## src/rtl/alu8_pkg.sv

```systemverilog
package alu8_pkg;

  typedef enum logic [3:0] {
    OP_ADD  = 4'd0,
    OP_SUB  = 4'd1,
    OP_AND  = 4'd2,
    OP_OR   = 4'd3,
    OP_XOR  = 4'd4,
    OP_RRC  = 4'd5,
    OP_RLC  = 4'd6,
    OP_CLR  = 4'd7,
    OP_SWAP = 4'd8,
    OP_BSET = 4'd9,
    OP_BCLR = 4'd10,
    OP_MOVW = 4'd11,
    OP_PASS = 4'd12
  } alu_op_e;

  localparam int OP_W      = 4;
  localparam int STAT_W    = 8;
  localparam int FLAG_W    = 4;
  localparam int FLAG_C    = 0;
  localparam int FLAG_DC   = 1;
  localparam int FLAG_Z    = 2;
  localparam int FLAG_OV   = 3;
  localparam int NUM_PTR   = 2;
  localparam int MODE_W    = 2;
  localparam int MODE_LSB  = FLAG_W;
  localparam logic [STAT_W-1:0] STAT_RESET = 8'hF0;

endpackage

```

## src/rtl/alu8_adder.sv

```systemverilog
module alu8_adder #(
  parameter int DATA_W = 8
) (
  input  logic [DATA_W-1:0] x_i,
  input  logic [DATA_W-1:0] y_i,
  input  logic              cin_i,
  output logic [DATA_W-1:0] sum_o,
  output logic              cout_o,
  output logic              hcout_o,
  output logic              ovf_o
);

  localparam int NIB_W = DATA_W / 2;

  logic [DATA_W:0] full_sum;
  logic [NIB_W:0]  low_sum;

  always_comb begin
    full_sum = {1'b0, x_i} + {1'b0, y_i} + {{DATA_W{1'b0}}, cin_i};
    low_sum  = {1'b0, x_i[NIB_W-1:0]} + {1'b0, y_i[NIB_W-1:0]}
             + {{NIB_W{1'b0}}, cin_i};
    sum_o    = full_sum[DATA_W-1:0];
    cout_o   = full_sum[DATA_W];
    hcout_o  = low_sum[NIB_W];
    ovf_o    = (x_i[DATA_W-1] == y_i[DATA_W-1]) &&
               (full_sum[DATA_W-1] != x_i[DATA_W-1]);
  end

endmodule

```

## src/rtl/alu8_core.sv

```systemverilog
module alu8_core
  import alu8_pkg::*;
#(
  parameter int DATA_W = 8
) (
  input  logic [OP_W-1:0]          op_i,
  input  logic [DATA_W-1:0]        opa_i,
  input  logic [DATA_W-1:0]        opb_i,
  input  logic [$clog2(DATA_W)-1:0] bit_sel_i,
  input  logic                     carry_i,
  output logic [DATA_W-1:0]        result_o,
  output logic [FLAG_W-1:0]        flag_we_o,
  output logic [FLAG_W-1:0]        flag_val_o
);

  localparam int NIB_W = DATA_W / 2;

  alu_op_e           op_e;
  logic              is_sub;
  logic [DATA_W-1:0] add_y;
  logic [DATA_W-1:0] add_sum;
  logic              add_c;
  logic              add_h;
  logic              add_v;
  logic [DATA_W-1:0] bit_mask;

  assign op_e     = alu_op_e'(op_i);
  assign is_sub   = (op_e == OP_SUB);
  assign add_y    = is_sub ? ~opa_i : opa_i;
  assign bit_mask = {{(DATA_W-1){1'b0}}, 1'b1} << bit_sel_i;

  alu8_adder #(.DATA_W(DATA_W)) adder_i (
    .x_i    (opb_i),
    .y_i    (add_y),
    .cin_i  (is_sub),
    .sum_o  (add_sum),
    .cout_o (add_c),
    .hcout_o(add_h),
    .ovf_o  (add_v)
  );

  always_comb begin
    result_o   = opb_i;
    flag_we_o  = '0;
    flag_val_o = '0;
    case (op_e)
      OP_ADD, OP_SUB: begin
        result_o            = add_sum;
        flag_we_o           = '1;
        flag_val_o[FLAG_C]  = add_c;
        flag_val_o[FLAG_DC] = add_h;
        flag_val_o[FLAG_OV] = add_v;
      end
      OP_AND: begin
        result_o          = opa_i & opb_i;
        flag_we_o[FLAG_Z] = 1'b1;
      end
      OP_OR: begin
        result_o          = opa_i | opb_i;
        flag_we_o[FLAG_Z] = 1'b1;
      end
      OP_XOR: begin
        result_o          = opa_i ^ opb_i;
        flag_we_o[FLAG_Z] = 1'b1;
      end
      OP_RRC: begin
        result_o           = {carry_i, opb_i[DATA_W-1:1]};
        flag_we_o[FLAG_C]  = 1'b1;
        flag_val_o[FLAG_C] = opb_i[0];
      end
      OP_RLC: begin
        result_o           = {opb_i[DATA_W-2:0], carry_i};
        flag_we_o[FLAG_C]  = 1'b1;
        flag_val_o[FLAG_C] = opb_i[DATA_W-1];
      end
      OP_CLR: begin
        result_o          = '0;
        flag_we_o[FLAG_Z] = 1'b1;
      end
      OP_SWAP: result_o = {opb_i[NIB_W-1:0], opb_i[DATA_W-1:NIB_W]};
      OP_BSET: result_o = opb_i | bit_mask;
      OP_BCLR: result_o = opb_i & ~bit_mask;
      OP_MOVW: result_o = opa_i;
      default: result_o = opb_i;
    endcase
    flag_val_o[FLAG_Z] = ~|result_o;
  end

  // clear yields zero and reports Z set
  always_comb begin
    if (op_e == OP_CLR) begin
      a_r6_clear_zero: assert (result_o == '0 && flag_val_o[FLAG_Z]);
    end
  end

  // flag-neutral operations request no flag update
  always_comb begin
    if (op_e == OP_SWAP || op_e == OP_BSET || op_e == OP_BCLR || op_e == OP_MOVW) begin
      a_r7_neutral_no_flags: assert (flag_we_o == '0);
    end
  end

endmodule

```

## src/rtl/alu8_status_reg.sv

```systemverilog
module alu8_status_reg
  import alu8_pkg::*;
(
  input  logic              clk,
  input  logic              rst_n,
  input  logic              wr_en_i,
  input  logic              dst_status_i,
  input  logic [STAT_W-1:0] wdata_i,
  input  logic [FLAG_W-1:0] flag_we_i,
  input  logic [FLAG_W-1:0] flag_val_i,
  output logic [STAT_W-1:0] status_o
);

  logic [STAT_W-1:0] stat_q;
  logic [STAT_W-1:0] stat_d;
  logic [FLAG_W-1:0] flag_merge;
  logic              flag_op;

  assign flag_op    = |flag_we_i;
  assign flag_merge = (flag_we_i & flag_val_i) | (~flag_we_i & stat_q[FLAG_W-1:0]);

  always_comb begin
    stat_d = stat_q;
    if (wr_en_i) begin
      if (dst_status_i) begin
        stat_d[STAT_W-1:FLAG_W] = wdata_i[STAT_W-1:FLAG_W];
      end
      if (dst_status_i && !flag_op) begin
        stat_d[FLAG_W-1:0] = wdata_i[FLAG_W-1:0];
      end else begin
        stat_d[FLAG_W-1:0] = flag_merge;
      end
    end
  end

  always_ff @(posedge clk or negedge rst_n) begin
    if (!rst_n) begin
      stat_q <= STAT_RESET;
    end else if (wr_en_i) begin
      stat_q <= stat_d;
    end
  end

  assign status_o = stat_q;

  // no commit, no change
  a_r9_idle_hold: assert property (@(posedge clk) disable iff (!rst_n)
    !wr_en_i |=> $stable(status_o));

  // flag-affecting write to status: upper half from data, unaffected flags kept
  a_r8_upper_from_data: assert property (@(posedge clk) disable iff (!rst_n)
    (wr_en_i && dst_status_i && flag_op) |=>
      (status_o[STAT_W-1:FLAG_W] == $past(wdata_i[STAT_W-1:FLAG_W])));

  a_r4_untouched_flags_kept: assert property (@(posedge clk) disable iff (!rst_n)
    (wr_en_i && (!dst_status_i || flag_op)) |=>
      ((status_o[FLAG_W-1:0] & ~$past(flag_we_i)) ==
       ($past(status_o[FLAG_W-1:0]) & ~$past(flag_we_i))));

  // flag-neutral write to status copies the whole byte
  a_r7_plain_write: assert property (@(posedge clk) disable iff (!rst_n)
    (wr_en_i && dst_status_i && !flag_op) |=> (status_o == $past(wdata_i)));

endmodule

```

## src/rtl/alu8_ptr_mode.sv

```systemverilog
module alu8_ptr_mode
  import alu8_pkg::*;
(
  input  logic [STAT_W-1:0]  status_i,
  output logic [NUM_PTR-1:0] inc_o,
  output logic [NUM_PTR-1:0] dec_o
);

  for (genvar p = 0; p < NUM_PTR; p++) begin : g_ptr
    logic [MODE_W-1:0] mode;
    assign mode     = status_i[MODE_LSB + p*MODE_W +: MODE_W];
    assign inc_o[p] = (mode == 2'b01);
    assign dec_o[p] = (mode == 2'b00);

    // a pointer never steps both ways
    always_comb begin
      a_r10_one_direction: assert ($onehot0({inc_o[p], dec_o[p]}));
    end
  end

endmodule

```

## src/rtl/alu8_status_unit.sv

```systemverilog
module alu8_status_unit
  import alu8_pkg::*;
#(
  parameter int DATA_W = 8
) (
  input  logic                      clk,
  input  logic                      rst_n,
  input  logic [3:0]                op_i,
  input  logic [DATA_W-1:0]         opa_i,
  input  logic [DATA_W-1:0]         opb_i,
  input  logic [$clog2(DATA_W)-1:0] bit_sel_i,
  input  logic                      wr_en_i,
  input  logic                      dst_status_i,
  output logic [DATA_W-1:0]         result_o,
  output logic [STAT_W-1:0]         status_o,
  output logic [NUM_PTR-1:0]        ptr_inc_o,
  output logic [NUM_PTR-1:0]        ptr_dec_o
);

  logic [1:0]        rst_pipe;
  logic              rst_sync_n;
  logic [FLAG_W-1:0] flag_we;
  logic [FLAG_W-1:0] flag_val;

  always_ff @(posedge clk or negedge rst_n) begin
    if (!rst_n) begin
      rst_pipe <= '0;
    end else begin
      rst_pipe <= {rst_pipe[0], 1'b1};
    end
  end
  assign rst_sync_n = rst_pipe[1];

  alu8_core #(.DATA_W(DATA_W)) core_i (
    .op_i      (op_i),
    .opa_i     (opa_i),
    .opb_i     (opb_i),
    .bit_sel_i (bit_sel_i),
    .carry_i   (status_o[FLAG_C]),
    .result_o  (result_o),
    .flag_we_o (flag_we),
    .flag_val_o(flag_val)
  );

  alu8_status_reg stat_i (
    .clk         (clk),
    .rst_n       (rst_sync_n),
    .wr_en_i     (wr_en_i),
    .dst_status_i(dst_status_i),
    .wdata_i     (result_o[STAT_W-1:0]),
    .flag_we_i   (flag_we),
    .flag_val_i  (flag_val),
    .status_o    (status_o)
  );

  alu8_ptr_mode ptr_i (
    .status_i(status_o),
    .inc_o   (ptr_inc_o),
    .dec_o   (ptr_dec_o)
  );

  // rotate loads carry with the bit shifted out
  a_r5_rotate_carry: assert property (@(posedge clk) disable iff (!rst_sync_n)
    (wr_en_i && !dst_status_i && op_i == 4'd5) |=>
      (status_o[FLAG_C] == $past(opb_i[0])));

  // zero difference means no borrow
  a_r3_equal_no_borrow: assert property (@(posedge clk) disable iff (!rst_sync_n)
    (wr_en_i && !dst_status_i && op_i == 4'd1 && opa_i == opb_i) |=>
      (status_o[FLAG_C] && status_o[FLAG_DC] && status_o[FLAG_Z]));

endmodule

```

## config.mk

```make
export PLATFORM = sky130hd
export DESIGN_NAME = alu8_status_unit
export DESIGN_NICKNAME = d
export VERILOG_FILES = /design/src/rtl/alu8_pkg.sv /design/src/rtl/alu8_adder.sv /design/src/rtl/alu8_core.sv /design/src/rtl/alu8_status_reg.sv /design/src/rtl/alu8_ptr_mode.sv /design/src/rtl/alu8_status_unit.sv
export SDC_FILE = /design/constraint.sdc
export NUM_CORES = 1
export LEC_CHECK = 0
export BUFFER_PORTS_ARGS = -buffer_cell sky130_fd_sc_hd__buf_2
export CORE_MARGIN = 2
export CORE_UTILIZATION = 40
export CTS_CLUSTER_DIAMETER = 150
export CTS_CLUSTER_SIZE = 20
export DETAILED_ROUTE_END_ITERATION = 16
export GPL_TIMING_DRIVEN = 0
export PLACE_DENSITY = 0.76
export SLEW_MARGIN = 25
export SYNTH_ARGS = -nofsm -noshare
export SYNTH_HDL_FRONTEND = slang
export SYNTH_SLANG_ARGS = --single-unit
```

## constraint.sdc

```tcl
create_clock -name clk -period 3.65 [get_ports clk]
set_clock_uncertainty 0.05 [all_clocks]
set_input_delay 0.73 -clock clk [delete_from_list [all_inputs] [get_ports clk]]
set_output_delay 0.73 -clock clk [all_outputs]
set_load 0.005 [all_outputs]
```

-- Word-level counts from Yosys, hierarchy flattened
Index checks and enable logic that the tools add are counted.
- flip-flop bits (word level): 10
- latch bits: 0
- memory bits (writable): 0
- memory bits (read-only): 0
- input port bits: 27
- output and inout port bits: 20
- memories kept: 0
- $add $sub $neg: 4
- multiply operators: 0
- divide/modulo/power cells: 0
- $lt $le $gt $ge: 0
- equality and inequality tests: 15
- shifts and indexed selects: 1
- mux-type cells: 9
- bitwise logic cells: 11
- reduce and logical (&&, ||, !) cells: 13
- operators with widths (cell ; count):
    one-hot mux 8 bit (11 select lines) ; 1
    bitwise AND 8 bit ; 2
    == test 4 x 3 -> 1 bit (second input constant) ; 4
    == test 4 bit (second input constant) ; 4
    NOT 8 bit ; 2
    bitwise OR 8 bit ; 2
    adder 8 x 8 -> 9 bit ; 1
    adder 9 x 1 -> 9 bit ; 1
    bitwise AND 4 bit ; 2
    == test 4 x 2 -> 1 bit (second input constant) ; 2
    two-way mux 8 bit ; 1
    OR reduction 8 bit ; 1
    left shift 1 x 3 -> 8 bit (first input constant) ; 1
    bitwise XOR 8 bit ; 1
    OR reduction 6 bit ; 1
    adder 4 x 4 -> 5 bit ; 1
    adder 5 x 1 -> 5 bit ; 1
    two-way mux 1 bit ; 5
    == test 2 x 1 -> 1 bit (second input constant) ; 2
    == test 4 x 1 -> 1 bit (second input constant) ; 1
    zero test 2 bit ; 2
    zero test 4 bit ; 1
    two-way mux 4 bit ; 1
    NOT 4 bit ; 1
    10 further kinds ; 12

-- Depth between registers and ports, before layout
Gate-level depths: netlist of run 1.
- depth in word-level cells: 10
- depth in mapped cells: 12
- gate-level depth less buffers: 10

-- Cells and area by module
A second synthesis of run 1 with hierarchy kept.
- cells, all modules: 285
- area, all modules: 2155.8 um^2
- by module, submodules not included (module ; times used ; cells an instance ; area each (um^2) ; sequential area each (um^2)):
    alu8_core ; 1 ; 203 ; 1331.3 ; 0.0
    alu8_status_reg ; 1 ; 38 ; 416.6 ; 205.2
    alu8_adder ; 1 ; 37 ; 319.1 ; 0.0
    alu8_status_unit ; 1 ; 3 ; 53.8 ; 50.0
    alu8_ptr_mode ; 1 ; 4 ; 35.0 ; 0.0

-- Worst setup path before layout of run 1
No wires, ideal clock.
- path type: in2out
- from: in op_i[1]
- to: out result_o[6]
- arrival: 3123 ps
- path slack: -253 ps
- stages: 11
- buffers on the path: 2
- cell sequence: buf_6 > or4b_1 > buf_4 > xnor2_1 > fa_1 > nand3_1 > a21boi_0 > o21a_1 > or3_1 > a311oi_1 > inv_1
- longest elaborated chain between the ends: 5
- ends and longest elaborated chain (what ; line ; text):
    from (decl) ; alu8_status_unit.sv:8 ; input logic [3:0] op_i,
    == test 4 x 1 -> 1 bit ; alu8_core.sv:28, alu8_core.sv:46 ;
    two-way mux 8 bit ; alu8_core.sv:29 ; assign add_y = is_sub ? ~opa_i : opa_i;
    adder 8 x 8 -> 9 bit ; alu8_adder.sv:19 ; full_sum = {1'b0, x_i} + {1'b0, y_i} + {{DATA_W{1'b0}}, cin_i};
    adder 9 x 1 -> 9 bit ; alu8_adder.sv:19 ;
    one-hot mux 8 bit (11 select lines) (*) ; alu8_core.sv:46 ; case (op_e)
    to (decl) ; alu8_status_unit.sv:14 ; output logic [DATA_W-1:0] result_o,
Every way passes the cells marked *; elsewhere a longest branch is shown, timed or not.

-- Worst setup path after layout of run 1
- from: in op_i[2]
- to: out result_o[6]
Same word-level chain as after synthesis.

==> out/qor.yml, run 1 <==
floorplan:
  num_rows: 25
  die_area_um2: 5570
  die_h_um: 74.7
  die_w_um: 74.7
  initial_core_util: 0.420
  io_pins: 47
  fp.coreArea_um2: 4750
timing:
  fin_crit_sh: 1.10
  setup_tns_ns: -1.66
  hold_violations: 0
  maxSlewViolCount: 0
  setup_viol: 7
  worst_pin_slew_ns: 0.817
  relSlewSlack: 0.451
  fmax_mhz: 248
  worst_slack_ns: -0.376
  rsz0062_at_grt: "true"
  fin_crit_ns: 4.03
setup_path:
  required_ns: 2.87
  crit_type: "input port to primary output"
  crit_fanout: 7
  cpPeakStageDelay_ns: 0.54
  crit_chain: "buf_6, or4b_4, buf_8, xnor2_4, fa_2, nand3_2, a21boi_0, o21a_1, or3_1, a311oi_2, inv_1, buf_2"
  cp-start-kind: "input port"
  endpoint_kind: "primary output"
  crit_slowest_cell: "or4b_4"
  cp_data_arrival_time_ns: 3.25
final_layout:
  multi_input_area_um2: 1700
  syn2layout_area_growth_pct: 29.3
  drive_gt1_frac: 0.298
  final_cell_mix: "44 x buf_2, 27 x nand2_1, 20 x o21ai_0"
  final_common_cell: "buf_2"
  seq_area_um2: 255
  fillers: 472
  fin_nets: 369
  diodes: 0
status:
  status: "complete, but fails checks"
  violations: "setup timing"
global_routing:
  grt_busiest_layer: "met2"
  use_met1: 0.356
  grtUsageMet3: 0.0723
  grt.overflow.total: 0
  gr-usage-met2: 0.421
  grt_pass1_vias: 2408
  grt_pass1_wl_mm: 11.8
  groute.usage.overall: 0.274
  antenna_found_initial: 0
  grt_max_degree: 11
clock_tree:
  htree_levels: 1
  cts_root_buffer: "clkbuf_8"
  cts_tree: "built"
  clkLatencyLatePin_ns: 0.24
  clock_path_buffers: 2
  path_clk_slew_ns: 0.05
  cts_buffers: 3
  cts_sinks: 10
  cts.hold.buffers_added: 0
power_and_ir_drop:
  peakVddDrop_mv: 0.134
  powerDensity_nw_per_um2: 266
  leakage_nw: 1.05
synth:
  synth_top_cell_area_share: 0.0752
  ys_types: 65
  yosysSeqAreaShare: 0.128
  synth_area_leaders: "dfrtp_1 7.5%, xnor2_1 6.6%, o21ai_0 5.5%"
  synth_cells: 273
  ys_ff_latch: 10
  yosysWarnings: 0
  synth_flop_cell: "dfrtp_1"
  avgSynthCellArea_um2: 7.31
  synth_edf_count: 0
  synth_nets: 309
  yosysTopAreaCell: "dfrtp_1"
  netlist_area_um2: 2000
  async_flop_share: 1.00
routing:
  drc: 0
  first_pass_iters: 9
  routedWlPerCell_um: 19.1
  antenna_left: 0
  num_vias: 2621
  drtIter0Drc: 495
  vias_per_cell: 6.57
  routed_wl_mm: 7.64
place:
  dp_slack_ns: -0.517
  place.gp.congestion: 0.982
  dpl.hpwl_mm: 5.42
  port_buffers: 42
run:
  max-cap-violations: 0
worst_hold_path:
  hp-class: "flip-flop to async pin"
-- path summary, 6_finish.rpt --
check,cells past startpoint,from,endpoint,slack (ns)
setup / recovery,12,op_i[2],result_o[6],-0.38
hold / removal,0,rst_pipe[1]$_DFF_PN0_,async pin,0.09
setup reg to reg,6,flip-flop,flip-flop,1.78
hold reg to reg,0,rst_pipe[1]$_DFF_PN0_,async pin,0.09
max in group asynchronous,0,rst_pipe[1]$_DFF_PN0_,stat_i.status_o[4]$_DFFE_PN1P_,3.17
min in group clk,0,rst_pipe[0]$_DFF_PN0_,rst_pipe[1]$_DFF_PN0_,0.30
-- cells by family (layout without fill, tap and decap cells) --
group	Yosys count	in the layout	share of synthesized area
and+or+nand+nor	95	95	0.256
muxes	4	4	0.0244
AOI/OAI and AO/OA	98	98	0.359
adders and majority gates	9	9	0.0602
buffers and inverters	35	94	0.0783
other	1	1	0.00188
xor gates and xnor gates	21	21	0.0921
DFF	10	10	0.128
-- layer usage --
metal	wire, um	vias up
met5	0	-
met4	446	0
met3	963	62
met2	3400	215
met1	2820	1182
li1	-	1162
-- cells in the mapped netlist, types with 2 or more instances --
cell type	count
a21boi_0	2
o221ai_1	2
a31oi_1	4
a22o_1	3
nor2_1	15
nand4_1	2
buf_4	3
clkbuf_1	14
mux2_2	3
a311oi_1	5
dfrtp_1	6
xnor2_1	15
o211ai_1	4
o2111ai_1	6
xor2_1	6
nor4_1	5
nor3b_1	2
a32oi_1	5
a21oi_1	15
and2_1	3
nand4b_1	2
nor2b_1	12
a22oi_1	3
dfstp_2	4
nand4bb_1	2
o21a_1	3
inv_1	11
a221oi_1	3
nor3_1	6
nand2_1	27
a32o_1	3
nand2b_1	4
and4b_1	2
buf_2	5
ha_1	8
a2111oi_0	2
o21ai_0	22
nand3_1	7
-- timing repair --
item | CTS | global route
setup buffers | 11 | 2
resized for setup | 14 | 9
endpoints found under the setup margin | 7 | 8
pin swaps | 13 | 6
-- through the flow --
step | util | area [um^2] | total power, mW | instances | hold slack (ns)
3_5_place_dp | 0.486 | 2310 | 0.487 | 382 | 0.0854
4_1_cts | 0.529 | 2510 | 0.659 | 397 | 0.0901
2_1_floorplan | - | 2020 | 0.363 | 273 | 0.0416
3_3_place_gp | 0.486 | 2310 | 0.481 | 382 | 0.0772
6_report | 0.543 | 2580 | 0.688 | 399 | 0.0872
5_1_grt | 0.543 | 2580 | 0.728 | 399 | 0.114
-- power breakdown --
| part | switching [mW] | internal [mW] |
|---|---|---|
| Clock | 0.0467 | 0.0951 |
| Combinational | 0.215 | 0.177 |
| Sequential | 0.0175 | 0.137 |
-- area by class of cell --
class | count | area share
Multi-Input combinational cell | 228 | 0.657
Timing Repair Buffer | 55 | 0.126
Sequential cell | 10 | 0.0988
Buffer | 23 | 0.0460
Tap cell | 67 | 0.0325
Clock buffer | 4 | 0.0213
Inverter | 12 | 0.0174
-- worst max-delay path, delay by kind of cell --
kind	cells	cell delay (ns)
xor+xnor	1	0.13
compound gates	3	0.60
simple gates	3	0.95
fa+ha+maj	1	0.37
buf+inv	4	0.46
Power figures use the tool's default switching activity.
==> run 2, diff against run 1 <==
Settings changed: REMOVE_ABC_BUFFERS set to 1.
==> out/qor.yml, run 2 (same netlist as run 1, synthesis figures left out) <==
status:
  status: "complete, but fails checks"
  violations: "setup timing"
timing:
  fmax_mhz: 248
  maxSlewViolCount: 0
  setup_viol: 7
  relSlewSlack: 0.447
  worst_pin_slew_ns: 0.823
  hold_violations: 0
  fin_crit_sh: 1.10
  worst_slack_ns: -0.378
  whs_ns: 0.0743
  rsz0062_at_grt: "true"
  fin_crit_ns: 4.03
final_layout:
  multi_input_area_um2: 1690
  drive_gt1_frac: 0.310
  final_common_cell: "buf_2"
  syn2layout_area_growth_pct: 35.2
  seq_area_um2: 255
  diodes: 0
  fin_nets: 356
  stdcell_area_um2: 2700
  fillers: 435
  final_cell_mix: "42 x buf_2, 27 x nand2_1, 20 x o21ai_0"
power_and_ir_drop:
  leakage_nw: 1.12
  peakVddDrop_mv: 0.225
  p_clk_frac: 0.196
  pwr-share-seq: 0.222
  p_int_mw: 0.427
  power_mw: 0.696
  total_switching_power_mw: 0.269
  powerDensity_nw_per_um2: 258
  p_sw_frac: 0.387
  p_comb_frac: 0.582
place:
  place_area_um2: 2200
  port_buffers: 46
  place.gp.congestion: 0.958
  dpl.hpwl_mm: 4.78
  dp_slack_ns: -1.21
global_routing:
  grt.overflow.total: 0
  groute.usage.overall: 0.276
  grt_pass1_wl_mm: 12.0
  grt_pass1_vias: 2410
  antenna_found_initial: 0
  grt_max_degree: 28
clock_tree:
  clock_path_buffers: 2
  clkLatencyLatePin_ns: 0.23
  htree_levels: 1
  cts_buffers: 3
  cts_root_buffer: "clkbuf_8"
  path_clk_slew_ns: 0.05
  cts.hold.buffers_added: 0
  cts_sinks: 10
  cts_tree: "built"
routing:
  drc: 0
  drtIter0Drc: 536
  vias_per_cell: 6.82
  num_vias: 2633
  routed_wl_mm: 7.69
  first_pass_iters: 8
  antenna_left: 0
  routedWlPerCell_um: 19.9
setup_path:
  endpoint_kind: "primary output"
  path_delay_family: "simple AND/OR/NAND/NOR gates"
  cp_data_arrival_time_ns: 3.25
  crit_type: "input port to primary output"
  ff2ff_setup_slack_ns: 1.82
  required_ns: 2.87
  cp-start-kind: "input port"
  crit_chain: "buf_16, or4b_4, buf_6, xnor2_1, ha_1, a21boi_1, o21a_1, or3_1, a311oi_2, inv_1, buf_2"
  cpPeakStageDelay_ns: 0.64
  crit_slowest_cell: "or4b_4"
  worst-path-buf-inv: 4
  crit_fanout: 5
floorplan:
  initial_core_util: 0.420
  num_rows: 25
  die_area_um2: 5570
  fp.coreArea_um2: 4750
  die_w_um: 74.7
  io_pins: 47
  die_h_um: 74.7
run:
  max-cap-violations: 0
worst_hold_path:
  hp-class: "flip-flop to async pin"
[run 2: cell types whose count changed in the layout (fill, tap and decap cells not counted), moves of 2 or more]
cell | previous run | this run
buf_16 | 0 | 3
buf_2 | 44 | 42
buf_4 | 15 | 12
bufbuf_16 | 0 | 4
clkbuf_1 | 14 | 0
[run 2: repair_timing]
item | in CTS | in global routing
gates cloned | 4 | 0
pin swaps | 13 | 5
endpoints found under the hold margin | 0 | 0
buffers inserted | 14 | 1
setup endpoints to repair | 13 | 7
gates resized for setup | 37 | 5
[run 2: final timing paths]
check	start	endpoint	depth (start not counted)
worst max-delay path	op_i[3]	result_o[6]	11
worst min-delay path	rst_pipe[1]$_DFF_PN0_	async pin	0
worst max register to register	flip-flop	flip-flop	6
worst min register to register	rst_pipe[1]$_DFF_PN0_	async pin	0
max in group asynchronous	rst_pipe[1]$_DFF_PN0_	stat_i.status_o[4]$_DFFE_PN1P_	0
min in group clk	rst_pipe[0]$_DFF_PN0_	rst_pipe[1]$_DFF_PN0_	0
[run 2: final cells by class]
cell class,count,share of cell area
Multi-Input combinational cell,228,0.627
Timing Repair Buffer,65,0.210
Sequential cell,10,0.0946
Tap cell,67,0.0311
Clock buffer,4,0.0204
Inverter,12,0.0167
[run 2: stage by stage]
step | TNS (ns) | cells | utilization
detailed placement | -9.15 | 363 | 0.463
CTS | -1.40 | 385 | 0.561
finish | -1.53 | 386 | 0.568
global route | -2.22 | 386 | 0.568
global placement | -8.81 | 363 | 0.463
floorplan | -0.515 | 250 | -
[run 2: power by group through the flow]
| stage | sequential [mW] | combinational, mW | clock, mW |
|---|---|---|---|
| global route | 0.157 | 0.436 | 0.148 |
| detailed placement | 0.155 | 0.314 | 0 |
| global placement | 0.154 | 0.310 | 0 |
| floorplan | 0.154 | 0.180 | 0 |
| CTS | 0.154 | 0.385 | 0.140 |
| finish | 0.154 | 0.405 | 0.136 |
[run 2: layer usage]
layer / share of wire / global-route usage / routed length (um) / vias up
li1: - / - / - / 1138
met4: 0.052 / 0.115 / 403 / 0
met1: 0.36 / 0.378 / 2750 / 1186
met3: 0.15 / 0.0535 / 1140 / 56
met2: 0.44 / 0.426 / 3390 / 253
met5: 0 / 0 / 0 / -
